### src/rtl/ddr_cmd_pkg.sv
package ddr_cmd_pkg;

    // Request codes on the internal port
    localparam logic [2:0] REQ_READ      = 3'd1;
    localparam logic [2:0] REQ_WRITE     = 3'd2;
    localparam logic [2:0] REQ_REFRESH   = 3'd3;
    localparam logic [2:0] REQ_PRECHARGE = 3'd4;
    localparam logic [2:0] REQ_LOAD_MR   = 3'd5;

    // Address line that carries auto-precharge / all-bank precharge
    localparam int AP_BIT = 10;

    typedef enum logic [3:0] {
        S_IDLE,
        S_PRECHARGE,
        S_AUTO_RFS,
        S_LOAD_MR,
        S_ACTIVE,
        S_READ,
        S_WRITE,
        S_CAS_LAT,
        S_RD_DATA,
        S_WR_DATA,
        S_BRST_TERM
    } seq_state_e;

    // {cs_n, ras_n, cas_n, we_n}
    typedef enum logic [3:0] {
        PIN_LMR = 4'b0000,
        PIN_REF = 4'b0001,
        PIN_PRE = 4'b0010,
        PIN_ACT = 4'b0011,
        PIN_WR  = 4'b0100,
        PIN_RD  = 4'b0101,
        PIN_BST = 4'b0110,
        PIN_NOP = 4'b0111
    } pin_cmd_e;

endpackage

### src/rtl/ddr_addr_split.sv
module ddr_addr_split #(
    parameter int BANK_W = 2,
    parameter int ROW_W  = 12,
    parameter int COL_W  = 9,
    localparam int ADDR_W = BANK_W + ROW_W + COL_W
) (
    input  logic [ADDR_W-1:0] addr,
    output logic [BANK_W-1:0] bank,
    output logic [ROW_W-1:0]  row,
    output logic [COL_W-1:0]  col
);

    // bank occupies the top bits, then row, then column
    assign bank = addr[ADDR_W-1 -: BANK_W];
    assign row  = addr[COL_W +: ROW_W];
    assign col  = addr[COL_W-1:0];

endmodule

### src/rtl/ddr_pin_encoder.sv
module ddr_pin_encoder
    import ddr_cmd_pkg::*;
#(
    parameter int BANK_W = 2,
    parameter int ROW_W  = 12,
    parameter int COL_W  = 9
) (
    input  seq_state_e        state,
    input  logic              first,
    input  logic [BANK_W-1:0] bank,
    input  logic [ROW_W-1:0]  row,
    input  logic [COL_W-1:0]  col,
    input  logic              ap,
    input  logic [ROW_W-1:0]  mr_val,
    output logic              cs_n,
    output logic              ras_n,
    output logic              cas_n,
    output logic              we_n,
    output logic [BANK_W-1:0] ba,
    output logic [ROW_W-1:0]  a
);

    pin_cmd_e pcmd;
    logic [ROW_W-1:0] col_word;

    always_comb begin
        col_word = '0;
        col_word[COL_W-1:0] = col;
        col_word[AP_BIT] = ap;
    end

    always_comb begin
        pcmd = PIN_NOP;
        ba   = '0;
        a    = '0;
        case (state)
            S_PRECHARGE: begin
                if (first) begin
                    pcmd = PIN_PRE;
                    a[AP_BIT] = 1'b1;
                end
            end
            S_AUTO_RFS:  pcmd = PIN_REF;
            S_LOAD_MR: begin
                pcmd = PIN_LMR;
                ba   = bank;
                a    = mr_val;
            end
            S_ACTIVE: begin
                pcmd = PIN_ACT;
                ba   = bank;
                a    = row;
            end
            S_READ: begin
                pcmd = PIN_RD;
                ba   = bank;
                a    = col_word;
            end
            S_WRITE: begin
                pcmd = PIN_WR;
                ba   = bank;
                a    = col_word;
            end
            S_BRST_TERM: pcmd = PIN_BST;
            default:     pcmd = PIN_NOP;
        endcase
    end

    assign {cs_n, ras_n, cas_n, we_n} = pcmd;

endmodule

### src/rtl/ddr_mem_clkgen.sv
module ddr_mem_clkgen (
    input  logic clk,
    input  logic rst_n,
    output logic mclk,
    output logic mclk_n
);

    logic ph_d, ph_q;

    always_comb ph_d = ~ph_q;

    always_ff @(posedge clk) begin
        if (!rst_n) ph_q <= 1'b0;
        else        ph_q <= ph_d;
    end

    assign mclk   = ph_q;
    assign mclk_n = ~ph_q;

endmodule

### src/rtl/ddr_cmd_ctrl.sv
module ddr_cmd_ctrl
    import ddr_cmd_pkg::*;
#(
    parameter int BANK_W  = 2,
    parameter int ROW_W   = 12,
    parameter int COL_W   = 9,
    parameter int DATA_W  = 16,
    parameter int TRP_CYC = 3,
    localparam int ADDR_W = BANK_W + ROW_W + COL_W,
    localparam int CNT_W  = $clog2(TRP_CYC + 8)
) (
    input  logic              clk,
    input  logic              rst_n,
    input  logic              req_valid,
    input  logic [2:0]        req_cmd,
    input  logic [ADDR_W-1:0] req_addr,
    input  logic              req_auto_pre,
    input  logic [DATA_W-1:0] req_wdata,
    input  logic              req_term,
    output logic              req_ready,
    output logic              ddr_cke,
    output logic              ddr_cs_n,
    output logic              ddr_ras_n,
    output logic              ddr_cas_n,
    output logic              ddr_we_n,
    output logic [BANK_W-1:0] ddr_ba,
    output logic [ROW_W-1:0]  ddr_a,
    output logic              dp_rd_en,
    output logic              dp_wr_en,
    output logic [DATA_W-1:0] dp_wdata,
    output logic              ddr_clk,
    output logic              ddr_clk_n
);

    typedef struct packed {
        seq_state_e        state;
        logic [CNT_W-1:0]  cnt;
        logic [ADDR_W-1:0] addr;
        logic              ap;
        logic              op_wr;
        logic [DATA_W-1:0] wdata;
        logic [1:0]        bl_code;
        logic [2:0]        cl;
        logic              cke;
    } regs_t;

    regs_t r_d, r_q;

    logic [CNT_W-1:0]  words_m1;
    logic [CNT_W-1:0]  cl_m1;
    logic [BANK_W-1:0] f_bank;
    logic [ROW_W-1:0]  f_row;
    logic [COL_W-1:0]  f_col;

    // data cycles per burst minus one: burst 2/4/8 -> 1/2/4 words
    always_comb begin
        case (r_q.bl_code)
            2'd2:    words_m1 = CNT_W'(1);
            2'd3:    words_m1 = CNT_W'(3);
            default: words_m1 = '0;
        endcase
    end

    assign cl_m1 = CNT_W'(r_q.cl) - CNT_W'(1);

    always_comb begin
        r_d     = r_q;
        r_d.cke = 1'b1;
        case (r_q.state)
            S_IDLE: begin
                if (req_valid) begin
                    r_d.addr  = req_addr;
                    r_d.ap    = req_auto_pre;
                    r_d.wdata = req_wdata;
                    r_d.cnt   = '0;
                    case (req_cmd)
                        REQ_READ: begin
                            r_d.state = S_ACTIVE;
                            r_d.op_wr = 1'b0;
                        end
                        REQ_WRITE: begin
                            r_d.state = S_ACTIVE;
                            r_d.op_wr = 1'b1;
                        end
                        REQ_REFRESH:   r_d.state = S_AUTO_RFS;
                        REQ_PRECHARGE: r_d.state = S_PRECHARGE;
                        REQ_LOAD_MR:   r_d.state = S_LOAD_MR;
                        default:       r_d.state = S_IDLE;
                    endcase
                end
            end
            S_ACTIVE: r_d.state = r_q.op_wr ? S_WRITE : S_READ;
            S_READ: begin
                r_d.state = S_CAS_LAT;
                r_d.cnt   = '0;
            end
            S_WRITE: begin
                r_d.state = S_WR_DATA;
                r_d.cnt   = '0;
            end
            S_CAS_LAT: begin
                if (r_q.cnt < cl_m1) begin
                    r_d.cnt = r_q.cnt + 1'b1;
                end else begin
                    r_d.state = S_RD_DATA;
                    r_d.cnt   = '0;
                end
            end
            S_RD_DATA: begin
                if (req_term)                r_d.state = S_BRST_TERM;
                else if (r_q.cnt < words_m1) r_d.cnt = r_q.cnt + 1'b1;
                else                         r_d.state = S_IDLE;
            end
            S_WR_DATA: begin
                if (r_q.cnt < words_m1) r_d.cnt = r_q.cnt + 1'b1;
                else                    r_d.state = S_IDLE;
            end
            S_PRECHARGE: begin
                if (r_q.cnt < CNT_W'(TRP_CYC - 1)) r_d.cnt = r_q.cnt + 1'b1;
                else                               r_d.state = S_IDLE;
            end
            S_LOAD_MR: begin
                r_d.state = S_IDLE;
                if (r_q.addr[2:0] inside {3'd1, 3'd2, 3'd3})
                    r_d.bl_code = r_q.addr[1:0];
                if (r_q.addr[6:4] inside {3'd2, 3'd3})
                    r_d.cl = r_q.addr[6:4];
            end
            default: r_d.state = S_IDLE;
        endcase
    end

    always_ff @(posedge clk) begin
        if (!rst_n) begin
            r_q         <= '0;
            r_q.state   <= S_IDLE;
            r_q.bl_code <= 2'd1;
            r_q.cl      <= 3'd2;
        end else begin
            r_q <= r_d;
        end
    end

    ddr_addr_split #(
        .BANK_W(BANK_W), .ROW_W(ROW_W), .COL_W(COL_W)
    ) u_split (
        .addr(r_q.addr),
        .bank(f_bank),
        .row (f_row),
        .col (f_col)
    );

    ddr_pin_encoder #(
        .BANK_W(BANK_W), .ROW_W(ROW_W), .COL_W(COL_W)
    ) u_enc (
        .state (r_q.state),
        .first (r_q.cnt == '0),
        .bank  (f_bank),
        .row   (f_row),
        .col   (f_col),
        .ap    (r_q.ap),
        .mr_val(r_q.addr[ROW_W-1:0]),
        .cs_n  (ddr_cs_n),
        .ras_n (ddr_ras_n),
        .cas_n (ddr_cas_n),
        .we_n  (ddr_we_n),
        .ba    (ddr_ba),
        .a     (ddr_a)
    );

    ddr_mem_clkgen u_clk (
        .clk   (clk),
        .rst_n (rst_n),
        .mclk  (ddr_clk),
        .mclk_n(ddr_clk_n)
    );

    assign req_ready = (r_q.state == S_IDLE);
    assign dp_rd_en  = (r_q.state == S_RD_DATA);
    assign dp_wr_en  = (r_q.state == S_WR_DATA);
    assign dp_wdata  = r_q.wdata;
    assign ddr_cke   = r_q.cke;

endmodule

### config.mk
export PLATFORM = sky130hd
export DESIGN_NAME = ddr_cmd_ctrl
export DESIGN_NICKNAME = d
export VERILOG_FILES = /design/src/rtl/ddr_cmd_pkg.sv /design/src/rtl/ddr_addr_split.sv /design/src/rtl/ddr_pin_encoder.sv /design/src/rtl/ddr_mem_clkgen.sv /design/src/rtl/ddr_cmd_ctrl.sv
export SDC_FILE = /design/constraint.sdc
export NUM_CORES = 1
export LEC_CHECK = 0
export ABC_AREA = 1
export BUFFER_PORTS_ARGS = -buffer_cell sky130_fd_sc_hd__buf_2
export CELL_PAD_IN_SITES_DETAIL_PLACEMENT = 1
export CELL_PAD_IN_SITES_GLOBAL_PLACEMENT = 1
export CORE_MARGIN = 2
export CORE_UTILIZATION = 38
export DETAILED_ROUTE_END_ITERATION = 8
export PLACE_DENSITY = 0.85
export SKIP_CTS_REPAIR_TIMING = 1
export SYNTH_ARGS = -nofsm -noshare
export SYNTH_HDL_FRONTEND = slang
export SYNTH_SLANG_ARGS = --single-unit
### constraint.sdc
create_clock -name clk -period 4.37 [get_ports clk]
set_clock_uncertainty 0.1 [all_clocks]
set_input_delay 0.2185 -clock clk [delete_from_list [all_inputs] [get_ports clk]]
set_output_delay 0.2185 -clock clk [all_outputs]
set_load 0.05 [all_outputs]
==> impl_metrics.csv, run 1 <==
group,metric,value,unit
outcome,status,"completed",
sta,timing.fmax,423,MHz
pwr,sequentialPowerShare,0.439,
cts,cts_buffers,5,
pwr,p_sw_frac,0.339,
pwr,power_leakage,0.00153,µW
cts,htreeDepth,2,
final_layout,syn_to_final_growth,17.6,%
routing,ant_nets,0,
sta,setup_viol,0,
cts,cts_tree,"yes",
final_layout,diodes,0,
global_routing,grt.total_usage,0.197,
synth,netlist_area,0.00278,mm²
sta,slew_viol_final,0,
setup_path,crit_buf_inv,2,
setup_path,path_cells,"nand2_2 -> nor2_1 -> nand2_1 -> nand2_1 -> inv_1 -> o22ai_1 -> buf_2",
floorplan,die_x,89.5,µm
global_routing,antenna_found_initial,0,
global_routing,grt_pass1_vias,2710,
sta,fin_setup_tns,0,ns
floorplan,pin_count,87,
routing,vias_per_cell,4.91,
synth,avgSynthCellArea,7.25,µm²
synth,syn-num-nets,437,
place,hpwlAfterDp,5650,µm
routing,dr.pass1.iters,4,
floorplan,core_area,0.00718,mm²
pwr,power,1320,µW
synth,synth-seq-cells,56,
setup_path,cp_common_cell,"nand2_1",
place,port-buffer-count,85,
min_path,hold_class,"input port to flip-flop",
synth,synth_edf_count,0,
floorplan,die_h,89.5,µm
pwr,intPower,872,µW
synth,synth_cell_types,32,
pwr,p_switching,448,µW
final_layout,nets,497,
pwr,clkPwrFrac,0.310,
setup_path,worstPathRequired,4.05,ns
setup_path,crit_family,"simple AND/OR/NAND/NOR gates",
floorplan,std_cell_rows,31,
sta,tightest_slew,0.914,ns
pwr,power_density,404,mW/mm²
sta,period_needed,2.37,ns
flow_run,cap_violations,0,
global_routing,grt_max_degree,65,
setup_path,cp-start-kind,"flip-flop",
setup_path,worstSetupPathType,"flip-flop to output port",
routing,drt_wl_total,7470,µm
synth,async_flop_share,0,
routing,first_iter_violations,128,
cts,path_clk_slew,0.10,ns
synth,syn_inst,383,
cts,cts-root-buf,"clkbuf_8",
routing,drc,0,
sta,hold_violations,0,
global_routing,grt_pass1_wl,12300,µm
setup_path,critical_path_arrival,2.05,ns
global_routing,overflow,0,
synth,ys.flop_type,"dfxtp_1",
pwr,p_comb_frac,0.251,
sta,period_share,0.541,
pwr,ir_worst_vdd,160,µV
setup_path,crit_fanout,11,
setup_path,cp_slowest_cell,"dfxtp_1",
routing,wire_per_inst,13.8,µm
place,gp_congestion,0.838,
routing,vias,2664,
final_layout,drive_above_1_share,0.248,
sta,slew-limit-headroom,0.391,
floorplan,initial_utilization,0.387,
cts,clock_latency,0.32,ns
synth,yosysSeqAreaShare,0.404,
setup_path,cp_slowest_stage_delay,0.48,ns
setup_path,end_kind,"output port",
cts,clock-sinks,56,
sta,rsz0062_at_grt,"false",
cts,clock_path_buffers,2,
synth,yosysWarningCount,0,
floorplan,dieArea,0.00801,mm²
==> cells by family after synthesis <==
logic type / synth area share
AO/OA/AOI/OAI: 0.209
XOR/XNOR: 0.0126
adder cells (fa/ha/maj): 0.0315
buffers and inverters: 0.146
flip-flops: 0.404
other: 0.00135
AND/OR/NAND/NOR: 0.196
==> cell type report <==
type,instances,area [µm²]
repair buffers,85,425
inverters,55,206
well taps,99,124
clock inverters,3,68.8
clock buffers,5,68.8
multi-input cells,240,1250
fillers,951,3910
flip-flops and latches,56,1120
==> power groups by stage <==
stage                     sequential (µW)  combinational [µW]  clock, µW
final                                 580                 331        409
after global routing                  585                 366        438
after detailed placement              592                 332          0
after CTS                             580                 334        421
after floorplan                       590                 275          0
after global placement                590                 325          0
==> worst paths after layout <==
path	from	endpoint	slack (ns)	cells past startpoint
hold reg to reg	u_clk.mclk$_SDFF_PN0_	u_clk.mclk$_SDFF_PN0_	0.35	1
setup reg to reg	r_q[51]$_SDFFE_PN0P_	r_q[37]$_SDFFE_PN0P_	2.11	6
setup / recovery	r_q[53]$_SDFFE_PN0P_	ddr_a[4]	2.00	7
hold / removal	req_wdata[4]	dp_wdata[4]$_SDFFE_PN0P_	0.02	3
==> layout by cell type (no fill, tap or decap), types with 2 or more instances in the layout <==
| cell | synthesis | layout |
|---|---|---|
| inv_2 | 5 | 5 |
| inv_1 | 49 | 49 |
| nand4_1 | 5 | 5 |
| o22ai_1 | 11 | 11 |
| nor2_1 | 55 | 55 |
| clkbuf_8 | 0 | 5 |
| buf_2 | 9 | 85 |
| dfxtp_1 | 56 | 56 |
| nand3_1 | 12 | 12 |
| xor2_1 | 3 | 3 |
| a21oi_1 | 37 | 37 |
| o2111ai_1 | 3 | 3 |
| o221ai_1 | 2 | 2 |
| o211ai_1 | 2 | 2 |
| o21ai_0 | 44 | 44 |
| nand2_1 | 39 | 39 |
| ha_1 | 7 | 7 |
| nor2_2 | 2 | 2 |
| a31oi_1 | 2 | 2 |
| bufinv_16 | 0 | 2 |
| nand2_2 | 4 | 4 |
| nor2_4 | 3 | 3 |
==> per-stage QoR <==
stage	util	std cells	setup WS, ns	hold slack [ns]	instance area [µm²]
floorplan	-	383	2.27	0.146	2780
global placement	0.436	535	2.25	0.317	3130
detailed placement	0.436	535	2.18	0.345	3130
CTS	0.455	543	1.93	0.0116	3260
global route	0.455	543	1.76	0.0194	3260
finish	0.455	543	2.00	0.0166	3260
==> per-layer routing <==
layer / share of wire / routed length, µm / global-route usage / vias to the layer above
met2: 0.49 / 3640 / 0.343 / 73
met4: 0.028 / 208 / 0.0719 / 0
met3: 0.045 / 339 / 0.0369 / 17
li1: - / - / - / 1354
met5: 0 / 0 / 0 / -
met1: 0.44 / 3280 / 0.241 / 1220
==> Yosys cell counts (all sizes together) (5+ instances only) <==
master,count,area (µm²)
nor2,60,253
dfxtp,56,1120
inv,54,203
o21ai,45,225
nand2,44,183
a21oi,37,185
buf,27,180
nand3,13,70.1
o22ai,11,68.8
ha,7,87.6
clkbuf,5,18.8
nand4,5,31.3
==> worst register-to-register path, stage by stage (launching register included) <==
cell	delay (ns)
dfxtp_1	0.38
nor2_2	0.25
nand2_4	0.11
nor2_4	0.37
inv_2	0.46
o21ai_0	0.38
a21oi_1	0.07
==> flip-flops by register name (all words and copies together), names as in the netlist <==
register / flops
ddr_cke: 1
u_clk.mclk: 1
dp_wdata: 16
r_q: 38
Power figures use the tool's default switching activity.
==> run 2: changes to the inputs <==
CORE_UTILIZATION = 32   (was 38)
PLACE_DENSITY = 0.76   (was 0.85)
clock period = 1.9 ns   (was 4.37 ns; I/O delays follow)
==> run 2 against run 1 <==
The run now ends with hold timing, setup timing left; setup slack worse by 2.1 ns; sequential power up 130%; largest power group unchanged; critical path depth up 1; sequential cell count unchanged; critical path type unchanged; global-route usage down 3.6 points; power up 120%; first-iteration DRC count down 21%.
==> impl_metrics.csv, run 2 (synthesis gave the netlist of run 1 again) <==
group,metric,value,unit
outcome,status,"complete, but fails checks",
outcome,violations,"hold timing, setup timing",
sta,fin_ws,-0.0816,ns
setup_path,end_kind,"output port",
final_layout,diodes,0,
cts,clock_path_buffers,2,
routing,ant_nets,0,
global_routing,overflow,0,
setup_path,worstSetupPathType,"flip-flop to output port",
pwr,power_density,752,mW/mm²
routing,vias_per_cell,4.90,
routing,dr.pass1.iters,4,
sta,rsz0062_at_grt,"true",
final_layout,nets,540,
setup_path,cp_slowest_stage_delay,0.38,ns
routing,vias,2903,
final_layout,largest_reg_flops,38,
floorplan,die_x,97.1,µm
place,place_area,0.00321,mm²
final_layout,largest-register,"r_q",
global_routing,grt_max_degree,65,
setup_path,rrSetupSlack,0.07,ns
pwr,p_comb_frac,0.309,
routing,drt_wl_total,8840,µm
cts,cts_buffers,5,
floorplan,core_area,0.00830,mm²
final_layout,multi_input_area,0.00143,mm²
final_layout,regArea,0.00114,mm²
global_routing,met3_usage,0.0381,
routing,drc,0,
floorplan,pin_count,87,
pwr,p_switching,1090,µW
cts,path_clk_slew,0.10,ns
global_routing,grt_use_met2,0.286,
sta,whs,-0.0321,ns
setup_path,worstPathRequired,1.70,ns
pwr,clkPwrFrac,0.242,
final_layout,final_common_cell,"buf_2",
sta,setup_viol,6,
global_routing,grt.total_usage,0.161,
final_layout,fillers,1044,
cts,cts-root-buf,"clkbuf_8",
global_routing,top_usage_layer,"met2",
final_layout,drive_above_1_share,0.335,
final_layout,stdcell_area,0.00395,mm²
final_layout,layout_common_cells,"68 x buf_2, 53 x nor2_1, 48 x dfxtp_1, 45 x inv_1, 42 x o21ai_0",
floorplan,initial_utilization,0.335,
floorplan,dieArea,0.00944,mm²
cts,clock-sinks,56,
flow_run,cap_violations,0,
pwr,power_leakage,0.00174,µW
sta,hold_violations,8,
setup_path,crit_fanout,6,
pwr,power,2970,µW
sta,period_needed,1.98,ns
pwr,p_sw_frac,0.368,
setup_path,cp-start-kind,"flip-flop",
place,hpwlAfterDp,5690,µm
place,port-buffer-count,85,
global_routing,grt_pass1_wl,12600,µm
place,gp_congestion,0.844,
floorplan,std_cell_rows,33,
floorplan,die_h,97.1,µm
global_routing,antenna_found_initial,0,
pwr,ir_worst_vdd,433,µV
cts,htreeDepth,2,
sta,period_share,1.04,
pwr,intPower,1880,µW
routing,first_iter_violations,101,
sta,slew_viol_final,0,
setup_path,critical_path_arrival,1.79,ns
setup_path,cp_slowest_cell,"dfxtp_4",
cts,clock_latency,0.31,ns
global_routing,met1_usage,0.202,
sta,timing.fmax,505,MHz
setup_path,cp_common_cell,"nand2_4",
global_routing,grt_pass1_vias,2722,
cts,cts_tree,"yes",
setup_path,path_cells,"inv_4 -> nand2_4 -> nor2_4 -> nand2_2 -> nand2_4 -> clkinvlp_4 -> o22ai_2 -> buf_6",
final_layout,syn_to_final_growth,42.2,%
min_path,hold_class,"input port to flip-flop",
routing,wire_per_inst,14.9,µm
pwr,sequentialPowerShare,0.449,
==> run 2: layout make-up <==
class / count / area share
multi-input cells: 240 / 0.363
inverters: 55 / 0.0539
well taps: 105 / 0.0333
clock buffers: 6 / 0.0209
flip-flops and latches: 56 / 0.290
repair inverters: 1 / 0.00190
repair buffers: 127 / 0.232
clock inverters: 2 / 0.00475
==> run 2: power groups by stage <==
stage / Clock [µW] / Combinational, µW / Sequential (µW)
final: 718 / 917 / 1330
after global routing: 795 / 993 / 1350
after global placement: 0 / 781 / 1360
after CTS: 745 / 799 / 1330
after floorplan: 0 / 632 / 1360
after detailed placement: 0 / 794 / 1360
==> run 2: critical path, delay by kind of cell (launching register included) <==
family / cells / cell delay, ns
AO/OA/AOI/OAI: 1 / 0.22
buffers and inverters: 3 / 0.50
AND/OR/NAND/NOR: 4 / 0.37
flip-flops: 1 / 0.38
==> run 2: final timing paths <==
check                                           start               endpoint  cells after the start
worst max-delay path             r_q[54]$_SDFFE_PN0P_               ddr_a[4]                      8
worst min-delay path                     req_addr[12]   r_q[36]$_SDFFE_PN0P_                      3
worst max register to register    r_q[1]$_SDFFE_PN0P_   r_q[50]$_SDFFE_PN0P_                      9
worst min register to register  u_clk.mclk$_SDFF_PN0_  u_clk.mclk$_SDFF_PN0_                      1
==> run 2: layer usage <==
layer	up-vias	routed length [µm]
met5	-	0
met4	0	108
met3	10	415
met2	77	4670
met1	1373	3650
li1	1443	-
==> run 2: metrics by stage <==
stage | hold WS, ns | utilization | setup TNS (ns) | setup slack [ns] | cells
6_report | -0.0321 | 0.476 | -0.281 | -0.0816 | 592
5_1_grt | -0.00153 | 0.476 | -1.31 | -0.171 | 592
4_1_cts | -0.112 | 0.399 | -2.72 | -0.251 | 556
3_5_place_dp | 0.224 | 0.387 | -0.0117 | -0.0117 | 548
3_3_place_gp | 0.218 | 0.387 | 0 | 0.0595 | 548
2_1_floorplan | 0.0227 | - | -0.802 | -0.0802 | 383
